==> src/rtl/systick_pkg.sv <==
package systick_pkg;

   // Byte offsets decoded by software; kept fixed because drivers depend on them.
   localparam int unsigned OFF_CTRL   = 32'h0;
   localparam int unsigned OFF_CNT_LO = 32'h4;
   localparam int unsigned OFF_CNT_HI = 32'h8;
   localparam int unsigned OFF_CMP    = 32'hC;

   typedef enum logic [2:0] {
      SEL_CTRL,
      SEL_CNT_LO,
      SEL_CNT_HI,
      SEL_CMP,
      SEL_NONE
   } reg_sel_e;

endpackage

==> src/rtl/systick_count.sv <==
module systick_count #(
   parameter int unsigned DATA_W = 32,
   parameter int unsigned NWORDS = 2
) (
   input  logic                     clk,
   input  logic                     rst_n,
   input  logic                     tick_en,
   output logic [NWORDS*DATA_W-1:0] count_o,
   output logic [DATA_W-1:0]        lo_next_o
);

   localparam int unsigned CNT_W = NWORDS * DATA_W;

   // carry[w] is high when word w advances on this edge
   logic [NWORDS-1:0] carry;

   generate
      for (genvar w = 0; w < NWORDS; w++) begin : g_word
         logic [DATA_W-1:0] word_q;

         if (w == 0) begin : g_first
            assign carry[w] = tick_en;
         end else begin : g_rest
            assign carry[w] = carry[w-1] & (&count_o[(w-1)*DATA_W +: DATA_W]);
         end

         always_ff @(posedge clk or negedge rst_n) begin
            if (!rst_n) begin
               word_q <= '0;
            end else if (carry[w]) begin
               word_q <= word_q + DATA_W'(1);
            end
         end

         assign count_o[w*DATA_W +: DATA_W] = word_q;
      end
   endgenerate

   assign lo_next_o = count_o[DATA_W-1:0] + DATA_W'(1);


   count_step_chk: assert property (@(posedge clk) disable iff (!rst_n)
      tick_en |=> count_o == $past(count_o) + CNT_W'(1));


   count_hold_chk: assert property (@(posedge clk) disable iff (!rst_n)
      !tick_en |=> $stable(count_o));


   carry_same_edge_chk: assert property (@(posedge clk) disable iff (!rst_n)
      (tick_en && (&count_o[DATA_W-1:0])) |=>
         (count_o[DATA_W-1:0] == '0) &&
         (count_o[CNT_W-1:DATA_W] == $past(count_o[CNT_W-1:DATA_W]) + (CNT_W-DATA_W)'(1)));

endmodule

==> src/rtl/systick_compare.sv <==
module systick_compare #(
   parameter int unsigned DATA_W = 32
) (
   input  logic              clk,
   input  logic              rst_n,
   input  logic              tick_en,
   input  logic [DATA_W-1:0] lo_next_i,
   input  logic              cmp_wr_i,
   input  logic              ctrl_wr_i,
   input  logic [DATA_W-1:0] cmp_wdata_i,
   input  logic              en_wdata_i,
   input  logic              clr_wdata_i,
   output logic [DATA_W-1:0] cmp_o,
   output logic              en_o,
   output logic              flag_o,
   output logic              irq_o
);

   logic [DATA_W-1:0] cmp_q;
   logic              en_q;
   logic              flag_q;
   logic              match_hit;
   logic              clr_req;

   // Match is judged on the value the low word takes at this edge.
   assign match_hit = tick_en & en_q & (lo_next_i == cmp_q);
   assign clr_req   = ctrl_wr_i & clr_wdata_i;

   always_ff @(posedge clk or negedge rst_n) begin
      if (!rst_n) begin
         cmp_q <= '0;
      end else if (cmp_wr_i) begin
         cmp_q <= cmp_wdata_i;
      end
   end

   always_ff @(posedge clk or negedge rst_n) begin
      if (!rst_n) begin
         en_q <= 1'b0;
      end else if (ctrl_wr_i) begin
         en_q <= en_wdata_i;
      end
   end

   // A new match outranks a clear arriving on the same edge.
   always_ff @(posedge clk or negedge rst_n) begin
      if (!rst_n) begin
         flag_q <= 1'b0;
      end else if (match_hit) begin
         flag_q <= 1'b1;
      end else if (clr_req) begin
         flag_q <= 1'b0;
      end
   end

   assign cmp_o  = cmp_q;
   assign en_o   = en_q;
   assign flag_o = flag_q;
   assign irq_o  = flag_q & en_q;


   match_sets_flag_chk: assert property (@(posedge clk) disable iff (!rst_n)
      match_hit |=> flag_o);


   flag_sticky_chk: assert property (@(posedge clk) disable iff (!rst_n)
      (flag_o && !clr_req) |=> flag_o);


   no_match_when_off_chk: assert property (@(posedge clk) disable iff (!rst_n)
      (!en_o && !flag_o) |=> !flag_o);


   clear_flag_chk: assert property (@(posedge clk) disable iff (!rst_n)
      (clr_req && !match_hit) |=> !flag_o);


   match_beats_clear_chk: assert property (@(posedge clk) disable iff (!rst_n)
      (clr_req && match_hit) |=> flag_o);


   cmp_load_chk: assert property (@(posedge clk) disable iff (!rst_n)
      cmp_wr_i |=> cmp_o == $past(cmp_wdata_i));

endmodule

==> src/rtl/systick_decode.sv <==
module systick_decode
   import systick_pkg::*;
#(
   parameter int unsigned ADDR_W   = 8,
   parameter int unsigned DATA_W   = 32,
   parameter int unsigned FLAG_BIT = 0,
   parameter int unsigned EN_BIT   = 4
) (
   input  logic [ADDR_W-1:0]   addr_i,
   input  logic                wr_i,
   input  logic [2*DATA_W-1:0] count_i,
   input  logic [DATA_W-1:0]   cmp_i,
   input  logic                en_i,
   input  logic                flag_i,
   output logic                ctrl_wr_o,
   output logic                cmp_wr_o,
   output logic                cnt_wr_o,
   output logic [DATA_W-1:0]   rdata_o
);

   reg_sel_e sel;

   always_comb begin
      if (addr_i == ADDR_W'(OFF_CTRL)) begin
         sel = SEL_CTRL;
      end else if (addr_i == ADDR_W'(OFF_CNT_LO)) begin
         sel = SEL_CNT_LO;
      end else if (addr_i == ADDR_W'(OFF_CNT_HI)) begin
         sel = SEL_CNT_HI;
      end else if (addr_i == ADDR_W'(OFF_CMP)) begin
         sel = SEL_CMP;
      end else begin
         sel = SEL_NONE;
      end
   end

   assign ctrl_wr_o = wr_i && (sel == SEL_CTRL);
   assign cmp_wr_o  = wr_i && (sel == SEL_CMP);
   assign cnt_wr_o  = wr_i && ((sel == SEL_CNT_LO) || (sel == SEL_CNT_HI));

   always_comb begin
      rdata_o = '0;
      case (sel)
         SEL_CTRL: begin
            rdata_o[FLAG_BIT] = flag_i;
            rdata_o[EN_BIT]   = en_i;
         end
         SEL_CNT_LO: rdata_o = count_i[DATA_W-1:0];
         SEL_CNT_HI: rdata_o = count_i[2*DATA_W-1:DATA_W];
         SEL_CMP:    rdata_o = cmp_i;
         default:    rdata_o = '0;
      endcase
   end

endmodule

==> src/rtl/systick_timer.sv <==
module systick_timer #(
   parameter int unsigned ADDR_W   = 8,
   parameter int unsigned DATA_W   = 32,
   parameter int unsigned FLAG_BIT = 0,
   parameter int unsigned EN_BIT   = 4
) (
   input  logic              clk,
   input  logic              rst_n,
   input  logic              tick_en,
   input  logic [ADDR_W-1:0] bus_addr,
   input  logic              bus_wr,
   input  logic [DATA_W-1:0] bus_wdata,
   output logic [DATA_W-1:0] bus_rdata,
   output logic              irq
);

   localparam int unsigned NWORDS = 2;
   localparam int unsigned CNT_W  = NWORDS * DATA_W;

   generate
      if (DATA_W < 8) begin : g_bad_width
         $error("systick_timer: DATA_W must be at least 8");
      end
      if (ADDR_W < 4) begin : g_bad_addr
         $error("systick_timer: ADDR_W must reach offset 0xC");
      end
      if ((EN_BIT >= DATA_W) || (FLAG_BIT >= DATA_W)) begin : g_bad_bits
         $error("systick_timer: control bit positions exceed DATA_W");
      end
      if (EN_BIT == FLAG_BIT) begin : g_bad_overlap
         $error("systick_timer: enable and flag bits must differ");
      end
   endgenerate

   logic [CNT_W-1:0]  count;
   logic [DATA_W-1:0] lo_next;
   logic [DATA_W-1:0] cmp_val;
   logic              en;
   logic              flag;
   logic              ctrl_wr;
   logic              cmp_wr;
   logic              cnt_wr;

   systick_count #(
      .DATA_W (DATA_W),
      .NWORDS (NWORDS)
   ) u_count (
      .clk       (clk),
      .rst_n     (rst_n),
      .tick_en   (tick_en),
      .count_o   (count),
      .lo_next_o (lo_next)
   );

   systick_compare #(
      .DATA_W (DATA_W)
   ) u_compare (
      .clk         (clk),
      .rst_n       (rst_n),
      .tick_en     (tick_en),
      .lo_next_i   (lo_next),
      .cmp_wr_i    (cmp_wr),
      .ctrl_wr_i   (ctrl_wr),
      .cmp_wdata_i (bus_wdata),
      .en_wdata_i  (bus_wdata[EN_BIT]),
      .clr_wdata_i (bus_wdata[FLAG_BIT]),
      .cmp_o       (cmp_val),
      .en_o        (en),
      .flag_o      (flag),
      .irq_o       (irq)
   );

   systick_decode #(
      .ADDR_W   (ADDR_W),
      .DATA_W   (DATA_W),
      .FLAG_BIT (FLAG_BIT),
      .EN_BIT   (EN_BIT)
   ) u_decode (
      .addr_i    (bus_addr),
      .wr_i      (bus_wr),
      .count_i   (count),
      .cmp_i     (cmp_val),
      .en_i      (en),
      .flag_i    (flag),
      .ctrl_wr_o (ctrl_wr),
      .cmp_wr_o  (cmp_wr),
      .cnt_wr_o  (cnt_wr),
      .rdata_o   (bus_rdata)
   );


   cnt_write_ignored_chk: assert property (@(posedge clk) disable iff (!rst_n)
      (cnt_wr && !tick_en) |=> $stable(count));


   stray_write_ignored_chk: assert property (@(posedge clk) disable iff (!rst_n)
      (bus_wr && !ctrl_wr && !cmp_wr) |=> ($stable(cmp_val) && $stable(en)));

endmodule

==> config.mk <==
export PLATFORM = sky130hd
export DESIGN_NAME = systick_timer
export DESIGN_NICKNAME = d
export VERILOG_FILES = /design/src/rtl/systick_pkg.sv /design/src/rtl/systick_count.sv /design/src/rtl/systick_compare.sv /design/src/rtl/systick_decode.sv /design/src/rtl/systick_timer.sv
export SDC_FILE = /design/constraint.sdc
export NUM_CORES = 1
export LEC_CHECK = 0
export BUFFER_PORTS_ARGS = -buffer_cell sky130_fd_sc_hd__buf_2
export CORE_ASPECT_RATIO = 1.1
export CORE_MARGIN = 4
export CORE_UTILIZATION = 53
export CTS_CLUSTER_DIAMETER = 100
export DETAILED_ROUTE_END_ITERATION = 7
export PLACE_DENSITY = 0.81
export SYNTH_ARGS = -nofsm -noshare
export SYNTH_HDL_FRONTEND = slang
export SYNTH_SLANG_ARGS = --single-unit
export TNS_END_PERCENT = 50
==> constraint.sdc <==
create_clock -name clk -period 3 [get_ports clk]
set_clock_uncertainty 0.05 [all_clocks]
set_input_delay 0.6 -clock clk [delete_from_list [all_inputs] [get_ports clk]]
set_output_delay 0.6 -clock clk [all_outputs]
set_load 0.03 [all_outputs]
==> metrics.cfg, run 1 <==
[critical_path]
cp_slowest_cell=or4_4
worstPathMaxFanout=7
required_ns=3.24
crit_path_end_kind=register
cp_data_arrival_time_ns=3.06
ff2ff_setup_slack_ns=0.17
crit_top_cell=or4_4
r2r_cells=7
max_stage_delay_ns=0.57
path_cells=nand4_4, or4_4, or4_4, a221oi_2, nand4_1, nor4_1, a22o_1
setup.worst_path.class=reg2reg
r2r_end=u_compare.flag_o$_DFFE_PN0P_
worstSetupStartpointType=register
r2r_start=u_count.g_word[0].word_q[3]$_DFFE_PN0P_

[power]
pwr-share-seq=0.468
total_leakage_power_nw=3.253
p_per_area_nw_per_um2=460.7
p_sw_frac=0.2933
internal-power_mw=2.289
combPwrFrac=0.162
p_total_mw=3.239
irDropWorstVdd_uv=300.8
p_switching_mw=0.9498
power_frac_clock=0.371

[drt]
wirelength_microns=16670
post_drt_wl_per_cell_microns=19.71
drc=0
via_count=5069
via_per_inst=5.992
postRouteAntennaNets=0
first_pass_iters=5
dr.first_iter.drc_count=447

[timing]
fin_setup_tns_ns=0
slew_violations=0
rsz0062_at_grt=no
relSlewSlack=0.5379
max_freq_ghz=0.3535
setup_viol=0
worst_slew_pin_slew_ns=0.6869
fin_crit_ns=2.829
hold_viol=0
finalCritPeriodShare=0.9429

[clock_network]
cts_tree=yes
clk_latency_ns=0.35
root_buffer=clkbuf_16
clkSinkCount=98
post_cts_buffers=0
cts-hold-fix-buffers=0
clk_path_buf_depth=2
clk_pin_slew_ns=0.07
cts.htree.levels=3
numCtsBuffers=9

[outcome]
status=completed

[finish]
final_area_sq_um=7030
layout-drive-gt1-share=0.2990
antennaDiodeCount=0
final_common_cell=dfrtp_1
area_delta_synth_final_pct=16.60
layout_common_cells=97 x dfrtp_1, 75 x buf_2, 73 x xnor2_1, 59 x nor2_1, 59 x mux2_2
final_nets=740

[job]
maxCapViolations=0

[grt]
grt_overflow=0
grt_max_degree=46
grt_pass1_vias=5190
grt_pass1_wl_microns=27230
antenna_found_initial=0
grt_use_total=0.2666

[logic_synthesis]
ys_types=51
synth-seq-area-share=0.4067
syn_inst=617
syn_avg_cell_area_sq_um=9.772
syn-cell-area_sq_um=6030
synth_top_flop_cell=dfrtp_1
synth_fp_nets=663
synth_edf_count=0
synth-warning-count=0
async_reset_ff_frac=1.000
ys_ff_latch=98

[floorplan]
dieArea_sq_um=13150
die_w_microns=109.7
fp.dieH_microns=119.9
row_count=40
core_sq_um=11010
num_io_pins=77
start_util=0.5476

[min_path]
hp-class=in2async

[placement]
post_dp_cell_area_sq_um=6708
dp_hpwl_microns=12550
place_congestion=0.9851
portBuffers=76

==> registers in the layout (all words and copies together) (netlist names) <==
name                   count
u_compare.cmp_o           32
u_compare.en_o             1
u_compare.flag_o           1
u_count.g_word.word_q     64
==> logic make-up (layout without fill, tap and decap cells) <==
group | after synthesis | count (layout) | synth area share
and+or+nand+nor | 230 | 230 | 0.2034
xor gates and xnor gates | 106 | 106 | 0.1540
DFF | 98 | 98 | 0.4067
muxes | 64 | 64 | 0.1233
AOI/OAI and AO/OA | 61 | 61 | 0.07097
buffers and inverters | 56 | 138 | 0.03756
adders and majority gates | 2 | 2 | 0.004150
==> cells in the mapped netlist (3+ instances only) <==
cell type | count | area, sq um
a21oi_1 | 5 | 25.02
buf_2 | 12 | 60.06
nand2_1 | 49 | 183.9
nand4_1 | 23 | 143.9
and3_1 | 15 | 93.84
and4_1 | 4 | 35.03
dfrtp_1 | 98 | 2452
inv_1 | 14 | 52.55
clkbuf_1 | 26 | 97.59
xnor2_1 | 73 | 639.4
nor3_1 | 9 | 45.04
buf_1 | 3 | 11.26
nor2_1 | 61 | 229.0
mux2i_1 | 3 | 30.03
mux2_2 | 59 | 664.4
nand3_1 | 25 | 125.1
and2_1 | 7 | 43.79
a22oi_1 | 30 | 225.2
o21ai_0 | 11 | 55.05
a31oi_1 | 3 | 18.77
nor4_2 | 4 | 50.05
or4_4 | 3 | 33.78
nor4_1 | 12 | 75.07
xor2_1 | 33 | 289.0
==> metal layers <==
layer,vias up,routed length (microns),track usage
met2,207,8216,0.4252
li1,2321,-,-
met3,22,957,0.03927
met5,-,0,0
met1,2519,7209,0.3764
met4,0,289,0.07716
==> power by group through the flow <==
stage / sequential (mW) / combinational [mW] / clock, mW
floorplan: 1.46 / 0.402 / 0
global placement: 1.53 / 0.504 / 0
detailed placement: 1.54 / 0.515 / 0
CTS: 1.51 / 0.519 / 1.21
global route: 1.53 / 0.570 / 1.27
finish: 1.51 / 0.524 / 1.20
==> how the worst max path moves through the flow <==
stage | from | end | depth (start not counted)
finish | u_count.g_word[0].word_q[3]$_DFFE_PN0P_ | u_compare.flag_o$_DFFE_PN0P_ | 7
global placement | u_count.g_word[0].word_q[3]$_DFFE_PN0P_ | u_compare.flag_o$_DFFE_PN0P_ | 7
detailed placement | u_count.g_word[0].word_q[0]$_DFFE_PN0P_ | u_count.g_word[1].word_q[27]$_DFFE_PN0P_ | 8
floorplan | bus_addr[2] | bus_rdata[30] | 8
global route | u_count.g_word[0].word_q[0]$_DFFE_PN0P_ | u_compare.flag_o$_DFFE_PN0P_ | 10
CTS | u_count.g_word[0].word_q[0]$_DFFE_PN0P_ | u_count.g_word[1].word_q[27]$_DFFE_PN0P_ | 8
==> timing repair <==
item | CTS | global route
resized for setup | 0 | 4
endpoints found under the setup margin | 0 | 3
endpoints found under the hold margin | 0 | 0
==> per-stage QoR <==
step / hold WS (ns) / setup WS (ns) / utilization / std cells
floorplan: 0.2544 / -0.01151 / - / 617
global placement: 0.4039 / 0.2684 / 0.6092 / 830
detailed placement: 0.4081 / 0.1676 / 0.6092 / 830
CTS: 0.1635 / 0.1567 / 0.6366 / 846
global route: 0.1746 / 0.01093 / 0.6385 / 846
finish: 0.1511 / 0.1714 / 0.6385 / 846
==> critical path: cells and delay by family, from the launching register on <==
| family | cells | cell delay, ns |
|---|---|---|
| AOI/OAI and AO/OA | 2 | 0.45 |
| DFF | 1 | 0.52 |
| and+or+nand+nor | 5 | 1.74 |
==> final cells by class <==
| class | count | area (sq um) |
|---|---|---|
| clock inverter | 7 | 76.32 |
| multi-input combinational | 463 | 3378 |
| fill | 879 | 3980 |
| clock buffer | 9 | 225.2 |
| sequential | 98 | 2454 |
| timing repair buffer | 108 | 660.6 |
| tap | 147 | 183.9 |
| inverter | 14 | 52.55 |
No activity file was read; power rests on OpenSTA's default activity.
==> inputs of run 2 (changes only) <==
--- a/config.mk
+++ b/config.mk
@@ -11,6 +11,7 @@
 export CORE_UTILIZATION = 53
 export CTS_CLUSTER_DIAMETER = 100
 export DETAILED_ROUTE_END_ITERATION = 7
+export MAX_ROUTING_LAYER = met4
 export PLACE_DENSITY = 0.81
 export SYNTH_ARGS = -nofsm -noshare
 export SYNTH_HDL_FRONTEND = slang
==> run 2 against run 1 <==
  * Via count shrank 0.45%
  * Sequential share of layout area up 0.12 points
  * Setup slack lost 0.074 ns
  * Non-clock buffer count rose by 1
  * Largest power group unchanged
  * Critical endpoint is now u_count.g_word[1].word_q[18]$_DFFE_PN0P_
  * Fmax fell by 2.5%
  * Largest cell class unchanged
==> metrics.cfg, run 2 (synthesis results as in run 1) <==
[clock_network]
clkSinkCount=98  ; unchanged
post_cts_buffers=0  ; unchanged
cts-hold-fix-buffers=0  ; unchanged
clk_pin_slew_ns=0.07  ; about the same
cts_tree=yes  ; unchanged
root_buffer=clkbuf_16  ; unchanged
cts.htree.levels=3  ; unchanged
numCtsBuffers=9  ; unchanged
clk_latency_ns=0.35  ; about the same
clk_path_buf_depth=2  ; unchanged
post_cts_resized=0  ; unchanged

[power]
total_leakage_power_nw=3.255  ; was 3.253 nW
p_per_area_nw_per_um2=447.9  ; was 460.7 nW/um^2
combPwrFrac=0.165  ; was 0.162
p_switching_mw=0.9029  ; was 0.9498 mW
p_total_mw=3.142  ; was 3.239 mW
power_frac_clock=0.351  ; was 0.371
irDropWorstVdd_uv=288.6  ; was 300.8 uV
internal-power_mw=2.239  ; was 2.289 mW
pwr-share-seq=0.484  ; was 0.468
p_sw_frac=0.2874  ; was 0.2933

[timing]
worst_slew_pin_slew_ns=0.7208  ; was 0.6869 ns
fin_ws_ns=0.09775  ; was 0.1714 ns
fin_crit_ns=2.902  ; was 2.829 ns
finalCritPeriodShare=0.9674  ; was 0.9429
max_freq_ghz=0.3446  ; was 0.3535 GHz
rsz0062_at_grt=no  ; unchanged
slew_violations=0  ; unchanged
relSlewSlack=0.5151  ; was 0.5379
hold_viol=0  ; unchanged
setup_viol=0  ; unchanged

[critical_path]
setup.worst_path.class=reg2reg  ; unchanged
ff2ff_setup_slack_ns=0.1  ; was 0.17 ns
path_cells=ha_1, nand3_1, or4_4, nor4_2, buf_4, nand4_2, or2_1, nor3_1, xor2_1  ; was nand4_4, or4_4, or4_4, a221oi_2, nand4_1, nor4_1, a22o_1
worstSetupStartpointType=register  ; unchanged
cp_slowest_cell=dfrtp_2  ; was or4_4
cp_data_arrival_time_ns=3.11  ; was 3.06 ns
required_ns=3.21  ; was 3.24 ns
crit_path_end_kind=register  ; unchanged
worstPathMaxFanout=7  ; unchanged
max_stage_delay_ns=0.46  ; was 0.57 ns

[floorplan]
num_io_pins=77  ; unchanged
fp.dieH_microns=119.9  ; unchanged
die_w_microns=109.7  ; unchanged
dieArea_sq_um=13150  ; unchanged
row_count=40  ; unchanged
core_sq_um=11010  ; unchanged
start_util=0.5476  ; unchanged

[finish]
largest_reg_flops=64  ; unchanged
regMostFlops=u_count.g_word.word_q  ; unchanged
area_delta_synth_final_pct=16.33  ; was 16.60%
antennaDiodeCount=0  ; unchanged
final_nets=741  ; was 740
final_common_cell=dfrtp_1  ; unchanged
layout_common_cells=95 x dfrtp_1, 75 x buf_2, 73 x xnor2_1, 59 x nor2_1, 59 x mux2_2  ; was 97 x dfrtp_1, 75 x buf_2, 73 x xnor2_1, 59 x nor2_1, 59 x mux2_2
layout-drive-gt1-share=0.2976  ; was 0.2990

[grt]
use_met3=0.02367  ; was 0.03927
antenna_found_initial=0  ; unchanged
grt_overflow=0  ; unchanged
grt_use_met2=0.4118  ; was 0.4252
grt_use_total=0.2737  ; was 0.2666
grt.busiest_layer=met2  ; unchanged
grt_max_degree=69  ; was 46
grtUsageMet1=0.3878  ; was 0.3764
grt_pass1_wl_microns=27250  ; was 27230 microns
grt_pass1_vias=5117  ; was 5190

[placement]
portBuffers=76  ; unchanged
place_congestion=0.9912  ; was 0.9851
dp_slack_ns=0.1530  ; was 0.1676 ns
dp_hpwl_microns=12250  ; was 12550 microns

[drt]
first_pass_iters=5  ; unchanged
postRouteAntennaNets=0  ; unchanged
drc=0  ; unchanged
via_count=5046  ; was 5069
wirelength_microns=16690  ; was 16670 microns
post_drt_wl_per_cell_microns=19.72  ; was 19.71 microns
via_per_inst=5.965  ; was 5.992
dr.first_iter.drc_count=465  ; was 447

[min_path]
hp-class=in2async  ; unchanged

[outcome]
status=completed  ; unchanged

[job]
maxCapViolations=0  ; unchanged

==> run 2: cell types whose count changed in the layout (fill, tap and decap cells not counted), sizes merged <==
cell / delta
inv: -3
buf: +1
clkinv: -1
bufinv: -1
clkbuf: +4
==> run 2: per-stage QoR <==
stage / hold slack, ns / cells / TNS, ns / util / area [sq um]
after floorplan: 0.2544 / 617 / -0.02298 / - / 6035
after global placement: 0.4170 / 831 / 0 / 0.6099 / 6715
after detailed placement: 0.4227 / 831 / 0 / 0.6099 / 6715
after CTS: 0.1717 / 846 / 0 / 0.6347 / 6988
after global routing: 0.1907 / 846 / 0 / 0.6370 / 7014
final: 0.1515 / 846 / 0 / 0.6370 / 7014
==> run 2: layer usage <==
metal  wire [microns]  up-vias
met5                0        -
met4              369        0
met3              806       27
met2             8040      202
met1             7469     2496
li1                 -     2321
==> run 2: worst paths after layout <==
| path | startpoint | endpoint | depth (start not counted) |
|---|---|---|---|
| worst max-delay path | u_count.g_word[0].word_q[0]$_DFFE_PN0P_ | u_count.g_word[1].word_q[18]$_DFFE_PN0P_ | 9 |
| worst min-delay path | rst_n | u_compare.cmp_o[9]$_DFFE_PN0P_ | 1 |
| worst max register to register | u_count.g_word[0].word_q[0]$_DFFE_PN0P_ | u_count.g_word[1].word_q[18]$_DFFE_PN0P_ | 9 |
| worst min register to register | u_count.g_word[1].word_q[31]$_DFFE_PN0P_ | u_count.g_word[1].word_q[31]$_DFFE_PN0P_ | 1 |
| max in group asynchronous | rst_n | u_compare.cmp_o[28]$_DFFE_PN0P_ | 2 |
| min in group clk | bus_wdata[1] | u_compare.cmp_o[1]$_DFFE_PN0P_ | 2 |
==> run 2: worst max-delay path: cells and delay by family, from the launching register on <==
| family | cells | cell delay (ns) |
|---|---|---|
| AND/OR/NAND/NOR | 6 | 1.65 |
| buffers and inverters | 1 | 0.19 |
| XOR/XNOR | 1 | 0.20 |
| flip-flops | 1 | 0.46 |
| adder cells (fa/ha/maj) | 1 | 0.25 |
==> run 2: cell type report <==
cell class | instances | area (sq um)
Clock inverter | 2 | 12.51
Timing Repair Buffer | 109 | 668.1
Tap cell | 147 | 183.9
Multi-Input combinational cell | 463 | 3381
Clock buffer | 13 | 260.3
Sequential cell | 98 | 2456
Inverter | 14 | 52.55
Fill cell | 874 | 3996
==> run 2: power by group through the flow <==
stage | Clock [mW] | Sequential, mW | Combinational [mW]
2_1_floorplan | 0 | 1.46 | 0.402
3_3_place_gp | 0 | 1.53 | 0.505
3_5_place_dp | 0 | 1.54 | 0.511
4_1_cts | 1.11 | 1.51 | 0.515
5_1_grt | 1.16 | 1.53 | 0.573
6_report | 1.10 | 1.52 | 0.518
